**src/rtl/flow_pkg.sv**
```systemverilog
package flow_pkg;
  typedef struct packed {
    logic atHigh;
    logic belowLow;
    logic gotXon;
    logic gotXoff;
    logic linesOk;
  } flowStrobes_t;
endpackage

```
**src/rtl/flow_datapath.sv**
```systemverilog
module flow_datapath
  import flow_pkg::*;
#(
  parameter int LVL_W  = 8,
  parameter int TH_W   = 7,
  parameter int CHAR_W = 8
) (
  input  logic [LVL_W-1:0]  rxLevel,
  input  logic [TH_W-1:0]   hiThresh,
  input  logic [TH_W-1:0]   loThresh,
  input  logic              rxCharValid,
  input  logic [CHAR_W-1:0] rxChar,
  input  logic [CHAR_W-1:0] xonChar,
  input  logic [CHAR_W-1:0] xoffChar,
  input  logic              autoCtsEn,
  input  logic              autoDsrEn,
  input  logic              ctsN,
  input  logic              dsrN,
  output flowStrobes_t      strobes
);
  localparam int PAD = LVL_W - TH_W;
  logic [LVL_W-1:0] hiExt, loExt;

  assign hiExt = {{PAD{1'b0}}, hiThresh};
  assign loExt = {{PAD{1'b0}}, loThresh};

  always_comb begin
    strobes.atHigh   = (rxLevel >= hiExt);
    strobes.belowLow = (rxLevel < loExt);
    strobes.gotXoff  = rxCharValid && (rxChar == xoffChar);
    strobes.gotXon   = rxCharValid && (rxChar == xonChar) && !strobes.gotXoff;
    strobes.linesOk  = (!autoCtsEn || !ctsN) && (!autoDsrEn || !dsrN);
  end
endmodule

```
**src/rtl/flow_control.sv**
```systemverilog
module flow_control
  import flow_pkg::*;
(
  input  logic         clk,
  input  logic         rstN,
  input  flowStrobes_t strobes,
  input  logic         autoRtsEn,
  input  logic         autoDtrEn,
  input  logic         inbandRxEn,
  input  logic         inbandTxEn,
  input  logic         rs485En,
  input  logic         txEmpty,
  input  logic         flowCharAck,
  output logic         rtsN,
  output logic         dtrN,
  output logic         drvEn,
  output logic         txDataPermit,
  output logic         xonReq,
  output logic         xoffReq,
  output logic         pausedByRemote,
  output logic         xoffSent
);
  logic rxFull;
  logic needXoff, needXon;

  assign needXoff = inbandTxEn && strobes.atHigh && !xoffSent;
  assign needXon  = xoffSent && strobes.belowLow && !strobes.atHigh;

  always_ff @(posedge clk or negedge rstN) begin
    if (!rstN) begin
      rxFull <= 1'b0;
    end else if (strobes.atHigh) begin
      rxFull <= 1'b1;
    end else if (strobes.belowLow) begin
      rxFull <= 1'b0;
    end
  end

  always_ff @(posedge clk or negedge rstN) begin
    if (!rstN) begin
      pausedByRemote <= 1'b0;
    end else if (!inbandRxEn) begin
      pausedByRemote <= 1'b0;
    end else if (strobes.gotXoff) begin
      pausedByRemote <= 1'b1;
    end else if (strobes.gotXon) begin
      pausedByRemote <= 1'b0;
    end
  end

  always_ff @(posedge clk or negedge rstN) begin
    if (!rstN) begin
      xoffSent <= 1'b0;
      xoffReq  <= 1'b0;
      xonReq   <= 1'b0;
    end else if (needXoff) begin
      xoffSent <= 1'b1;
      xoffReq  <= 1'b1;
      xonReq   <= 1'b0;
    end else if (needXon) begin
      xoffSent <= 1'b0;
      xonReq   <= 1'b1;
      xoffReq  <= 1'b0;
    end else if (flowCharAck) begin
      xoffReq  <= 1'b0;
      xonReq   <= 1'b0;
    end
  end

  assign rtsN         = autoRtsEn && rxFull;
  assign dtrN         = rs485En ? txEmpty : (autoDtrEn && rxFull);
  assign drvEn        = rs485En && !txEmpty;
  assign txDataPermit = !pausedByRemote && strobes.linesOk;
endmodule

```
**src/rtl/uart_flow_ctrl.sv**
```systemverilog
module uart_flow_ctrl
  import flow_pkg::*;
#(
  parameter int DEPTH  = 128,
  parameter int CHAR_W = 8,
  localparam int LVL_W = $clog2(DEPTH + 1),
  localparam int TH_W  = $clog2(DEPTH)
) (
  input  logic              clk,
  input  logic              rstN,
  input  logic [LVL_W-1:0]  rxLevel,
  input  logic [TH_W-1:0]   hiThresh,
  input  logic [TH_W-1:0]   loThresh,
  input  logic              autoRtsEn,
  input  logic              autoDtrEn,
  input  logic              autoCtsEn,
  input  logic              autoDsrEn,
  input  logic              inbandRxEn,
  input  logic              inbandTxEn,
  input  logic              rs485En,
  input  logic              ctsN,
  input  logic              dsrN,
  input  logic              rxCharValid,
  input  logic [CHAR_W-1:0] rxChar,
  input  logic [CHAR_W-1:0] xonChar,
  input  logic [CHAR_W-1:0] xoffChar,
  input  logic              txEmpty,
  input  logic              flowCharAck,
  output logic              rtsN,
  output logic              dtrN,
  output logic              drvEn,
  output logic              txDataPermit,
  output logic              xonReq,
  output logic              xoffReq,
  output logic              pausedByRemote,
  output logic              xoffSent
);
  flowStrobes_t strobes;

  flow_datapath #(.LVL_W(LVL_W), .TH_W(TH_W), .CHAR_W(CHAR_W)) dpath (
    .rxLevel(rxLevel), .hiThresh(hiThresh), .loThresh(loThresh),
    .rxCharValid(rxCharValid), .rxChar(rxChar),
    .xonChar(xonChar), .xoffChar(xoffChar),
    .autoCtsEn(autoCtsEn), .autoDsrEn(autoDsrEn),
    .ctsN(ctsN), .dsrN(dsrN), .strobes(strobes)
  );

  flow_control ctrl (
    .clk(clk), .rstN(rstN), .strobes(strobes),
    .autoRtsEn(autoRtsEn), .autoDtrEn(autoDtrEn),
    .inbandRxEn(inbandRxEn), .inbandTxEn(inbandTxEn),
    .rs485En(rs485En), .txEmpty(txEmpty), .flowCharAck(flowCharAck),
    .rtsN(rtsN), .dtrN(dtrN), .drvEn(drvEn), .txDataPermit(txDataPermit),
    .xonReq(xonReq), .xoffReq(xoffReq),
    .pausedByRemote(pausedByRemote), .xoffSent(xoffSent)
  );
endmodule

```
**config.mk**
```make
export PLATFORM = sky130hd
export DESIGN_NAME = uart_flow_ctrl
export DESIGN_NICKNAME = d
export VERILOG_FILES = /design/src/rtl/flow_pkg.sv /design/src/rtl/flow_datapath.sv /design/src/rtl/flow_control.sv /design/src/rtl/uart_flow_ctrl.sv
export SDC_FILE = /design/constraint.sdc
export NUM_CORES = 1
export LEC_CHECK = 0
export ABC_CLOCK_PERIOD_IN_PS = 2100
export CORE_MARGIN = 2
export CORE_UTILIZATION = 35
export CTS_BUF_LIST = sky130_fd_sc_hd__clkbuf_8
export DETAILED_ROUTE_END_ITERATION = 10
export MAX_ROUTING_LAYER = met4
export PLACE_DENSITY = 0.88
export SETUP_SLACK_MARGIN = 0.3
export SLEW_MARGIN = 5
export SYNTH_ARGS = -nofsm -noshare
export SYNTH_HDL_FRONTEND = slang
export SYNTH_SLANG_ARGS = --single-unit
```
**constraint.sdc**
```tcl
create_clock -name clk -period 2.1 [get_ports clk]
set_input_delay 0.21 -clock clk [delete_from_list [all_inputs] [get_ports clk]]
set_output_delay 0.21 -clock clk [all_outputs]
set_load 0.02 [all_outputs]
```
# Word level (Yosys, flattened, before mapping)
# Cells that the tools add are included.
[word_totals]
out_inout_bits = 8
elab_cells = 49
ff_bits = 5
in_bits = 60
[op_classes]
n_eq_ne = 3
order_cmp = 2
muxes = 13
n_reduce_logical = 26
[ops]
columns = ["op", "count"]
rows = [
  ["$eq A8 B8 Y1", 2],
  ["$mux W1", 13],
  ["$logic_and A1 B1 Y1", 12],
  ["$logic_not A1 Y1", 9],
  ["$ge A8 B7 Y1", 1],
  ["$lt A8 B7 Y1", 1],
  ["$reduce_bool A2 Y1", 2],
  ["$ne A3 B1 Y1 const B", 1],
  ["$reduce_bool A3 Y1", 1],
  ["$logic_or A1 B1 Y1", 2],
]

# Depth between registers and ports, before layout
# Gate-level depths: netlist (run 1).
[depth]
word_depth = 7
mapped_depth = 6
depth_no_buf = 6

# Modules after synthesis
# From an unflattened synthesis (run 1), not the netlist that was laid out.
[unflattened]
cells_unflattened = 96
area_unflattened_um2 = 777.0
[modules_own_cells]
columns = ["mod", "instances", "cells_each", "area_per_inst_um2", "seq_area_each_um2"]
rows = [
  ["flow_datapath", 1, 69, 534.3, 0.0],
  ["flow_control", 1, 27, 242.7, 125.1],
]

# Worst setup path before layout (run 1)
# OpenSTA, ideal clock, no wires.
[synth_path]
kind = "input to register"
start = "in rxLevel[0]"
end = "reg ctrl.xoffReq"
cell_stages = 6
slack_ns = 0.558
arrival_ns = 1.410
required_ns = 1.969
path_cell_list = "inv_1 ha_1 nand2b_4 a2111o_1 a311oi_1 a211oi_1"
[synth_via]
elab_chain_cells = 5
word_cells_on_any_way = 10
[synth_lines]
columns = ["item", "line_no", "source"]
rows = [
  ["start: declaration", "uart_flow_ctrl.sv:11", "input logic [LVL_W-1:0] rxLevel,"],
  ["$lt A8 B7 Y1 / $ge A8 B7 Y1 (equally long branches)", "flow_datapath.sv:29, flow_datapath.sv:28", ""],
  ["$logic_and A1 B1 Y1 / $logic_not A1 Y1 (equally long branches)", "flow_control.sv:27", "assign needXon = xoffSent && strobes.belowLow && !strobes.atHigh;"],
  ["$logic_and A1 B1 Y1", "flow_control.sv:27", ""],
  ["$mux W1", "flow_control.sv:60", "end else if (needXon) begin"],
  ["$mux W1", "flow_control.sv:56", "end else if (needXoff) begin"],
  ["end signal: assignment", "flow_control.sv:58", "xoffReq <= 1'b1;"],
  ["end signal: assignment", "flow_control.sv:63", "xoffReq <= 1'b0;"],
  ["end signal: assignment", "flow_control.sv:65", "xoffReq <= 1'b0;"],
  ["end: declaration", "flow_control.sv:19", "output logic xoffReq,"],
]
# Parallel ways exist; a longest one is shown, timed or not.
# A chain may end at the register's enable or synchronous reset.

# Worst setup path after layout (run 1)
[layout_path]
start = "in hiThresh[5]"
end = "reg ctrl.xonReq"
[layout_via]
elab_chain_cells = 5
word_cells_on_any_way = 8
[layout_lines]
columns = ["item", "line_no", "source"]
rows = [
  ["start: declaration", "uart_flow_ctrl.sv:12", "input logic [TH_W-1:0] hiThresh,"],
  ["$ge A8 B7 Y1 (*)", "flow_datapath.sv:28", "strobes.atHigh = (rxLevel >= hiExt);"],
  ["$logic_not A1 Y1", "flow_control.sv:27", ""],
  ["$logic_and A1 B1 Y1", "flow_control.sv:27", ""],
  ["$mux W1", "flow_control.sv:60", ""],
  ["$mux W1", "flow_control.sv:56", ""],
  ["end signal: assignment", "flow_control.sv:55", "xonReq <= 1'b0;"],
  ["end signal: assignment", "flow_control.sv:59", "xonReq <= 1'b0;"],
  ["end signal: assignment", "flow_control.sv:62", "xonReq <= 1'b1;"],
  ["end: declaration", "flow_control.sv:18", "output logic xonReq,"],
]
# Mark *: on every way between the ends. The rest lies on a longest branch, timed or not.

==> results of run 1 <==
==> through the flow <==
| step | util | hold WS [ns] | total power, W |
|---|---|---|---|
| floorplan | - | -0.0856 | 0.000246 |
| global placement | 0.689 | 0.440 | 0.000416 |
| detailed placement | 0.689 | 0.443 | 0.000428 |
| CTS | 0.716 | 0.222 | 0.000604 |
| global route | 0.756 | 0.236 | 0.000659 |
| finish | 0.756 | 0.213 | 0.000620 |
==> cell type report <==
| class | instances | share of cell area |
|---|---|---|
| clock buffer | 3 | 0.0252 |
| tap | 28 | 0.0214 |
| sequential | 5 | 0.0763 |
| timing repair buffer | 68 | 0.420 |
| multi-input combinational | 73 | 0.420 |
| inverter | 15 | 0.0343 |
| clock inverter | 1 | 0.00229 |
==> cells in the final DEF (no fill, tap or decap), types with 2 or more instances in the layout <==
cell type,count
ha_1,10
a311oi_2,2
inv_1,13
o211ai_1,3
a21oi_4,2
ha_4,3
dfrtp_1,5
nand3_1,2
a211oi_2,3
inv_2,3
nand2_1,5
dlymetal6s2s_1,5
nor2b_1,3
nor4_1,2
nand4_1,2
clkdlybuf4s50_1,61
xnor2_1,6
clkbuf_8,3
xor2_1,10
==> worst min-delay path by stage <==
stage	start	end	slack [ns]
CTS	rstN	ctrl.xonReq$_DFFE_PN0P_	0.22
detailed placement	rstN	ctrl.xonReq$_DFFE_PN0P_	0.44
global route	rstN	ctrl.rxFull$_DFFE_PN0P_	0.24
finish	rstN	ctrl.xonReq$_DFFE_PN0P_	0.21
floorplan	rstN	ctrl.pausedByRemote$_DFFE_PN0P_	-0.09
global placement	rstN	ctrl.pausedByRemote$_DFFE_PN0P_	0.44
==> repair_timing <==
action	in CTS	in global routing
buffers inserted	0	1
setup endpoints to repair	4	3
resized for setup	5	17
pin swaps	5	11
==> kinds of logic after synthesis <==
logic type	count (synthesis)
flip-flops	5
XOR/XNOR	16
buffers and inverters	15
adder cells (fa/ha/maj)	13
AO/OA/AOI/OAI	22
AND/OR/NAND/NOR	22
==> registers in the layout, indices dropped and copies added (netlist names) <==
signal / cells
ctrl.pausedByRemote: 1
ctrl.rxFull: 1
ctrl.xoffReq: 1
ctrl.xoffSent: 1
ctrl.xonReq: 1
==> report_power, final <==
| part | internal [W] | switching (W) | leakage, nW |
|---|---|---|---|
| Combinational | 0.000198 | 0.000133 | 0.635 |
| Clock | 0.000125 | 0.0000429 | 0.0269 |
| Sequential | 0.000110 | 0.0000121 | 0.0607 |
| Total | 0.000432 | 0.000188 | 0.722 |
==> worst max-delay path: stages <==
cell and delay [ns]:
clkdlybuf4s50_1 0.47, inv_2 0.05, ha_4 0.25, nand4b_1 0.17, a21oi_4 0.25, a21oi_4 0.10
a221o_1 0.34
==> routing by layer <==
layer  share of wire  vias up
li1                -      484
met1            0.37      438
met2            0.51       53
met3            0.11        0
met4               0        0
met5               0        -
==> results.txt, run 1 <==
- Run status: finished clean
* Mapped Nets: 166
- Final Setup Violations: 0
* Synthesized netlist cell count: 93
- Share of flip-flops with an asynchronous set or reset after synthesis: 1.00
* ANT cells: 0
- In this run the standard cell core region covers 0.00217 sq mm.
- In the final layout, flip-flops and latches occupy 125 sq um.
* Setup_tns: 0 ns
* Predominant post-synthesis flop cell: dfrtp_1
- Of the total synthesized cell area, the portion taken by XOR and XNOR cells is 0.177.
- Final ANT Viol Nets: 0
* Clock tree from TritonCTS: done
* Total area of multi-input combinational cells: just under 700 sq um
* DR iter-0 viols: 7
- Clock-pin slew was measured on the worst setup and hold paths at 0.04 ns.
* Combinational family with the most area after synthesis: compound AO/OA/AOI/OAI gates
- Measured in cells, the most critical reg-to-reg path has a length of 3.
* Final period util: 0.833
- The tool flagged a number of max-cap violations equal to 0.
- Drt first pass iters: 4
- For this run, global-route usage on met1 was measured as 0.191.
- Top Usage Layer GRT: met2
* Power density normalized to cell area: between 300 and 400 mW/mm^2
- Measured along the y axis, the die boundary spans 51.5 um.
- STA classifies the critical path startpoint as an input port.
- Of the total synthesized cell area, the portion taken by full adders, half adders and majority gates is 0.206.
- Via count of the routed design: 975
* Placed Instance Area: between 0.001 and 0.0015 sq mm
- In the final layout, the share of cells above drive strength 1 is 0.121.
- Critical Path Start: hiThresh[5]
- Total die area: 0.00265 sq mm
- Global-route congestion overflow total: 0
* Post-layout instance count excluding filler cells: a little under 200
- Dividing the synthesized area by the synthesized cell count gives roughly 8.5 sq um.
- The first global-routing pass estimated 3.93 mm of wire.
- The worst pin sits at a relative slew slack of 0.769.
- Capture point of the critical path: ctrl.xonReq$_DFFE_PN0P_
* Row Count: 17
- In this run the cell area of the synthesized design comes to 790 sq um.
- Post-route cell area: 0.00164 sq mm
- CTS root buf: clkbuf_8
- Total Wirelength: 2.60 mm
- The HPWL after detailed placement is 2.23 mm.
- Summed over all instances, the cell type with the most area after synthesis is ha_1.
- For met3 alone, demand over resource in global routing was 0.0460.
- Cts bufs inserted: 3
- Worst setup slack after layout: 0.351 ns
- Pre-CTS worst setup slack: -0.0973 ns
- Simple-gate portion of the synthesized area: 0.165
* Pin count of the biggest net entering global routing: 6
- Top cell type's share of synthesized area: 0.206
- In this run the critical register-to-register path is captured at ctrl.xonReq$_DFFE_PN0P_.
* Fillers: approximately 170
- After detailed routing, the average wire length per cell comes to 13.5 um.
- The final layout contains 239 nets.
* Slew at the pin closest to its max-slew limit: 0.344 ns
- Placed Cells: 188
- 68 I/O pins were placed.
- Clock skew on the completed layout was measured at 0.00166 ns.
- Post-synthesis register bit count: 5
- Tmin final: 1.75 ns
- From synthesis to final layout, the design area changed by 108%.
- Post-synth EDFFs: 0
* Global routing usage summed across all routing layers: 0.197
- Yosys warnings: 0
- STA puts the critical path data arrival time at between 1.5 and 2 ns.
* Unrepaired setup endpoints after global routing: false
- Number of max-slew violations in the final report: 0
- CTS H-Tree Depth: 1
- Launch instance of the worst register-to-register path: ctrl.xoffSent$_DFFE_PN0P_
- At the end of routability-driven placement, the weighted congestion stood at 0.728.
* Maximum frequency from static timing analysis: 572 MHz
* Via-per-instance ratio: 5.05
* Max VDD drop: ~0.25 mV
* Maximum number of buffers from clock root to sink: 2
- Most frequent cell after synthesis: inv_1
- Port bufs: 67
- In this run the static leakage power is 0.722 nW.
* Critical path endpoint category: register
- For this run, the register share of the synthesized area comes to 0.158.
- Proportion of synthesized area in mux cells: 0
- Met2 usage in global routing: 0.397
* Vias in the first global route: about 1000
- The number of different library cells used by synthesis comes to 30.
* Synth top area cells: ha_1, dfrtp_1, xor2_1, inv_1, xnor2_1
* Starting utilization of the core area: 0.364
* Clock latency on the worst-skew pair: 0.22 ns
* Worst path required time: 2.20 ns
- Hold Crit Class: input port to asynchronous set/reset pin
- The number of endpoints with negative hold slack in the final report was 0.
* Width of the chip: approximately 51 um
* Number of antenna violations at the first check in global routing: 0
* Sinks on the clock net: 5
- Post-detailed-route DRC marker count: 0
* Critical path peak fanout: 4
* Most frequent cells after synthesis: inv_1, ha_1, xor2_1
- Classification of the worst setup path: input port to register
- Post-synthesis compound-gate area fraction: 0.222
* Number of buffers inserted by hold repair at cts: 0
- R2r setup slk: about 1.1 ns
Power figures use the tool's default switching activity.
==> run 2, diff against run 1 <==
Settings changed: ABC_CLOCK_PERIOD_IN_PS 2100 to 1800, CORE_UTILIZATION 35 to 33, PLACE_DENSITY 0.88 to 0.83.
Clock period 2.1 ns to 1.8 ns, I/O delays scaled along.
==> run 2 against run 1 <==
  * Highest routed layer is now met4
  * Register-to-register slack worse by 0.36 ns
  * Critical path depth is 2 lower
  * Critical endpoint unchanged
  * Clock skew is essentially flat
  * Global-route usage rose by 1.8 points
  * Clock power grew 18%
  * Flip-flop and latch count stayed put
==> results.txt, run 2 (synthesized netlist as in run 1, its figures left out) <==
- Run status: finished clean
- Number of antenna violations at the first check in global routing: 0
- After detailed routing, the number of remaining DRC violations is 0.
- Reg clk slew, reported paths: around 0.040 ns
- The smallest clock period supported by the final layout is computed as ~1.5 ns.
- In this run the worst hold path is classified as input port to asynchronous set/reset pin.
- For this design the static power due to leakage is 0.729 nW.
- Setup violations remaining at the end of the flow were counted as 0.
- Leading cell type in the layout, fill and taps excluded: clkdlybuf4s50_1
* Pin count of the biggest net entering global routing: 6
* Post-DP HPWL: 2.26 mm
- Worst-case reg-to-reg path depth: 3
* I/O pins: 68
- Setup repair after global routing could not meet its margin everywhere.
- Detailed-route wire length per cell: 14.3 um
- Classification of the worst setup path: input port to register
* GPL Wtd Cong: 0.746
- From synthesis to final layout, the design area changed by 113%.
- In this run, the number of DRC markers left after iteration 0 of detailed routing was 5.
- The critical path goes through clkdlybuf4s50_1, nand4b_1, a21oi_2, a21oi_2, a221o_1.
- Signal arrival time at the worst endpoint: roughly 1.6 ns
- Clock tree from TritonCTS: done
* Sinks on the clock net: 5
- Number of max-slew violations in the final report: 0
* Global-route wire length before repair: 4.29 mm
- CTS placed an instance of clkbuf_8 at the clock tree root.
- ANT cells: 0
- CTS H-Tree Depth: 1
- Crit path top cell by count: a21oi_2
* Share of post-route cells with drive strength above 1: 0.243
* Slew at the pin closest to its max-slew limit: 0.317 ns
* FF-to-FF End: ctrl.xonReq$_DFFE_PN0P_
- Critical path peak fanout: 4
- Row Count: 17
- Cell with the biggest individual delay on the critical path: clkdlybuf4s50_1
* Fillers: ~180
- After detailed routing, the number of vias per cell comes to about 5.1.
* Maximum cell stage delay along the critical path: 0.52 ns
* R2r setup slk: 0.72 ns
- Counting along the longest clock path gives a buffer depth of 2.
* Final worst clock skew: between 0.002 and 0.0025 ns
* Via count of the routed design: around 1000
- Type of origin of the critical path: input port
* Placed Cells: 190
- Launch instance of the worst register-to-register path: ctrl.xoffSent$_DFFE_PN0P_
- In the global route stage, overall resource usage came out at 0.215.
* Port bufs: 67
* Global-route congestion overflow total: 0
- Count of maximum capacitance violations: 0
- The via count of the first global-routing pass was between 1000 and 1500.
- Core box area: 0.00223 sq mm
* Die Y-Extent: ~53 um
- At the end of the flow the core is filled with cells to 0.754.
* Width of the chip: between 50 and 60 um
- Max VDD drop: 0.280 mV
* Remaining max-slew budget at the tightest pin: 0.788
* Starting utilization of the core area: 0.354
- Worst path required time: 1.90 ns
* Critical path endpoint category: register
* Final Hold Violating Endpoints: 0
* Final period util: 0.832
- Capture point of the critical path: ctrl.xonReq$_DFFE_PN0P_
- Clock latency on the worst-skew pair: approximately 0.22 ns
- Power density normalized to cell area: 446 mW/mm^2
- Once layout is complete, the cells apart from fillers number 197.
- Total die area: 0.00280 sq mm
- The detail route stage leaves a number of antenna-violating nets equal to 0.
- Wires add up to 2.81 mm.
- The first TritonRoute pass finished after 4 iterations.
- The most critical setup path has its startpoint at rxLevel[7].
- Timing would allow up to 668 MHz.
* Cts bufs inserted: 3
- In the layout the commonest cells are clkdlybuf4s50_1, dlygate4sd2_1, inv_1, xor2_1.
* Layout net count: 243
-- run 2: cell count changes in the layout (fill, tap and decap cells not counted), sizes merged --
cell           previous run  this run
buf                       1         7
dlymetal6s2s              5         1
dlygate4sd2               1        16
clkbuf                    3         5
clkdlybuf4s15             0         3
clkdlybuf4s50            61        43
-- run 2: worst min path at each step --
stage          startpoint                         endpoint  slack [ns]  depth (start not counted)
4_1_cts              rstN         ctrl.xoffReq$_DFFE_PN0P_        0.18                          1
6_report             rstN         ctrl.xoffReq$_DFFE_PN0P_        0.18                          1
5_1_grt              rstN         ctrl.xoffReq$_DFFE_PN0P_        0.19                          1
3_5_place_dp         rstN         ctrl.xoffReq$_DFFE_PN0P_        0.42                          1
3_3_place_gp         rstN  ctrl.pausedByRemote$_DFFE_PN0P_        0.41                          1
2_1_floorplan        rstN  ctrl.pausedByRemote$_DFFE_PN0P_       -0.12                          0
-- run 2: critical path: cells and delay by family --
kind	cells	cell delay, ns
buffers and inverters	1	0.52
AO/OA/AOI/OAI	3	0.64
AND/OR/NAND/NOR	1	0.26
-- run 2: report_power, final --
part	leakage [nW]	internal, W	total [W]	switching (W)
Clock	0.0269	0.000146	0.000199	0.0000534
Combinational	0.642	0.000235	0.000410	0.000174
Sequential	0.0607	0.000128	0.000141	0.0000131
-- run 2: layer usage --
layer  up-vias  global-route usage  part of all wire
met3         8              0.0508              0.12
met1       448               0.200              0.38
li1        488                   -                 -
met5         -                   -                 0
met2        65               0.421              0.49
met4         0              0.0769             0.020
-- run 2: final cells by class --
cell class / instances / area (sq um) / area share
Multi-Input combinational cell: 73 / 751 / 0.446
Clock inverter: 1 / 3.75 / 0.00223
Sequential cell: 5 / 125 / 0.0743
Clock buffer: 3 / 41.3 / 0.0245
Timing Repair Buffer: 72 / 671 / 0.399
Tap cell: 28 / 35.0 / 0.0208
Inverter: 15 / 56.3 / 0.0335
-- run 2: per-stage QoR --
stage	instance area (sq um)	setup TNS [ns]	total power [W]	hold slack, ns	setup slack, ns
finish	1680	0	0.000750	0.178	0.302
global route	1680	0	0.000793	0.191	0.211
CTS	1660	0	0.000741	0.184	0.260
detailed placement	1510	-0.894	0.000504	0.415	-0.251
global placement	1510	-0.731	0.000492	0.412	-0.213
floorplan	790	0	0.000286	-0.116	0.333
-- run 2: repair_timing --
action / 4_1_cts / 5_1_grt
setup buffers: 3 / 0
resized for setup: 51 / 13
endpoints found under the setup margin: 8 / 6
hold buffers: 0 / 0
pin swaps: 22 / 12
==> run 3, diff against run 2 <==
Settings changed: ABC_CLOCK_PERIOD_IN_PS 1800 to 1400.
Clock period 1.8 ns to 1.4 ns, I/O delays scaled along.
==> run 3 against run 2 <==
  * Total power grew 31%
  * Worst setup slack lost 0.25 ns
  * Cell area grew 5.0%
  * Core utilization grew 3.8 points
  * Critical path type unchanged
  * Largest power group unchanged
==> results.txt, run 3 (synthesized netlist as in run 1, its figures left out) <==
* Hold Crit Class: input port to asynchronous set/reset pin
- Maximum frequency from static timing analysis: 742 MHz
* Share of post-route cells with drive strength above 1: 0.433
- In this run, the number of DRC markers left after iteration 0 of detailed routing was 11.
- In the global route stage, overall resource usage came out at 0.233.
- Core box area: roughly 0.0022 sq mm
- Tmin final: 1.35 ns
* Post-detailed-route DRC marker count: 0
- Most frequent cells in the layout: dlygate4sd2_1, clkdlybuf4s50_1, buf_4, xor2_1
* Worst path required time: 1.49 ns
* Final Setup Violations: 0
- Walking the worst path, the cells encountered are dlygate4sd2_1, inv_1, ha_2, o211ai_1, o21ai_2, a21oi_2, a221o_1.
- Buffers and inverters on the worst path: 2
* Slew at the pin closest to its max-slew limit: ~0.34 ns
* I/O pins: 68
- Post-DP HPWL: roughly 2.4 mm
- In the finished design, the share of the clock period the worst path needs comes to 0.962.
- Measured against its own limit, the worst slew margin works out to 0.772.
- The first TritonRoute pass finished after 4 iterations.
* CTS root buf: clkbuf_8
* Total die area: 0.00280 sq mm
- For this configuration, the core starts out at a cell density of 0.354.
- The number of endpoints with negative hold slack in the final report was 0.
- Setup_tns: 0 ns
- In this run the tool buffered the top-level ports with 67 buffer cells.
- The first global-routing pass estimated 4.53 mm of wire.
- In this run, CTS created clock tree buffers numbering 3.
- TritonCTS built the clock tree.
- The slowest stage of the critical path belongs to the cell a221o_1.
* Vias in the first global route: 1115
* Max VDD drop: about 0.36 mV
- Power density normalized to cell area: ~560 mW/mm^2
- Number of max-slew violations in the final report: 0
* Run status: finished clean
- The worst setup path is launched from an input port.
- Via-per-instance ratio: 5.08
- Via count of the routed design: 1046
- The internal power of the cells totals ~0.00065 W.
- Count of maximum capacitance violations: 0
* Number of antenna violations at the first check in global routing: 0
- Leading cell type in the layout, fill and taps excluded: dlygate4sd2_1
- Of the total power, registers draw 0.183.
- Among cell families on the critical path, the largest total delay comes from compound AO/OA/AOI/OAI gates.
- Final worst clock skew: 0.00109 ns
- Maximum cell stage delay along the critical path: 0.37 ns
* Critical path peak fanout: 2
* Reg clk slew, reported paths: 0.03 ns
* Signal arrival time at the worst endpoint: 1.44 ns
- Relative to the synthesized area, the layout overhead comes to 124%.
* Layout net count: ~250
- Width of the chip: around 53 um
- The later pin in the worst-skew pair is clocked with a latency of 0.22 ns.
- The number of antenna diodes in the final layout is 0.
- The worst setup path is captured at a register.
* Classification of the worst setup path: input port to register
- Net switching fraction of the power: 0.340
* Unrepaired setup endpoints after global routing: true
- Fraction of power consumed by the clock network: 0.260
* Gate power share: 0.557
- Sinks on the clock net: 5
* Reported net switching power: 0.000335 W
- In this run the core area contains 17 standard-cell rows.
* Detailed-route wire length per cell: 15.4 um
- Pin count of the biggest net entering global routing: 6
- Summed over all cells, the static leakage comes to 0.813 nW.
- CTS built an H-tree with a depth of 1.
- The total overflow left after global routing is 0.
* Placed Cells: roughly 200
- The die is ~53 um tall.
* Final ANT Viol Nets: 0
- The congestion estimate from routability-driven global placement came to 0.702.
* Number of buffers inserted by hold repair at cts: 0
- Maximum number of buffers from clock root to sink: 2
* Total Wirelength: approximately 3.2 mm
* Post-layout instance count excluding filler cells: ~200
-- run 3: changes by cell type in the layout (fill, tap and decap cells not counted), sizes merged, moves of 2 or more --
cell           previous run  this run
clkdlybuf4s50            43        16
buf                       7        30
clkbuf                    5        12
clkdlybuf4s15             3         6
dlygate4sd2              16        18
-- run 3: through the flow --
step | cell area, sq um | hold WS, ns | utilization | power, W | setup slack [ns]
4_1_cts | 1670 | 0.143 | 0.747 | 0.000936 | 0.0162
3_3_place_gp | 1620 | 0.366 | 0.724 | 0.000665 | -0.519
5_1_grt | 1770 | 0.141 | 0.791 | 0.00105 | 0.0126
6_report | 1770 | 0.142 | 0.791 | 0.000985 | 0.0531
3_5_place_dp | 1620 | 0.377 | 0.724 | 0.000684 | -0.585
2_1_floorplan | 843 | -0.156 | - | 0.000381 | 0.0917
-- run 3: path summary, 6_finish.rpt --
check	startpoint	to	slack, ns	cells past startpoint
setup / recovery	loThresh[5]	ctrl.xonReq$_DFFE_PN0P_	0.05	7
hold / removal	rstN	ctrl.rxFull$_DFFE_PN0P_	0.14	1
setup reg to reg	ctrl.xoffSent$_DFFE_PN0P_	ctrl.xonReq$_DFFE_PN0P_	0.30	3
hold reg to reg	ctrl.pausedByRemote$_DFFE_PN0P_	ctrl.pausedByRemote$_DFFE_PN0P_	0.58	1
max in group asynchronous	rstN	ctrl.xoffReq$_DFFE_PN0P_	1.07	1
min in group clk	rxChar[3]	ctrl.pausedByRemote$_DFFE_PN0P_	0.52	5
-- run 3: final cells by class --
cell class              count  area, sq um
well taps                  28         35.0
fillers                   158          467
multi-input cells          73          815
clock buffers               3         41.3
flip-flops and latches      5          125
clock inverters             1         3.75
inverters                  15         61.3
repair buffers             81          686
-- run 3: power groups by stage --
| stage | Sequential [W] | Combinational, W | Clock (W) |
|---|---|---|---|
| detailed placement | 0.000181 | 0.000503 | 0 |
| CTS | 0.000179 | 0.000492 | 0.000265 |
| finish | 0.000180 | 0.000549 | 0.000256 |
| global placement | 0.000179 | 0.000485 | 0 |
| global route | 0.000183 | 0.000590 | 0.000282 |
| floorplan | 0.000198 | 0.000182 | 0 |
-- run 3: routing by layer --
metal,wire (um),GRT usage
met1,1110,0.190
met2,1640,0.458
met3,356,0.0678
met4,67,0.128
met5,0,-
-- run 3: timing repair --
action,4_1_cts,5_1_grt
setup endpoints to repair,13,10
resized for setup,115,49
setup buffers,2,3
pin swaps,37,27
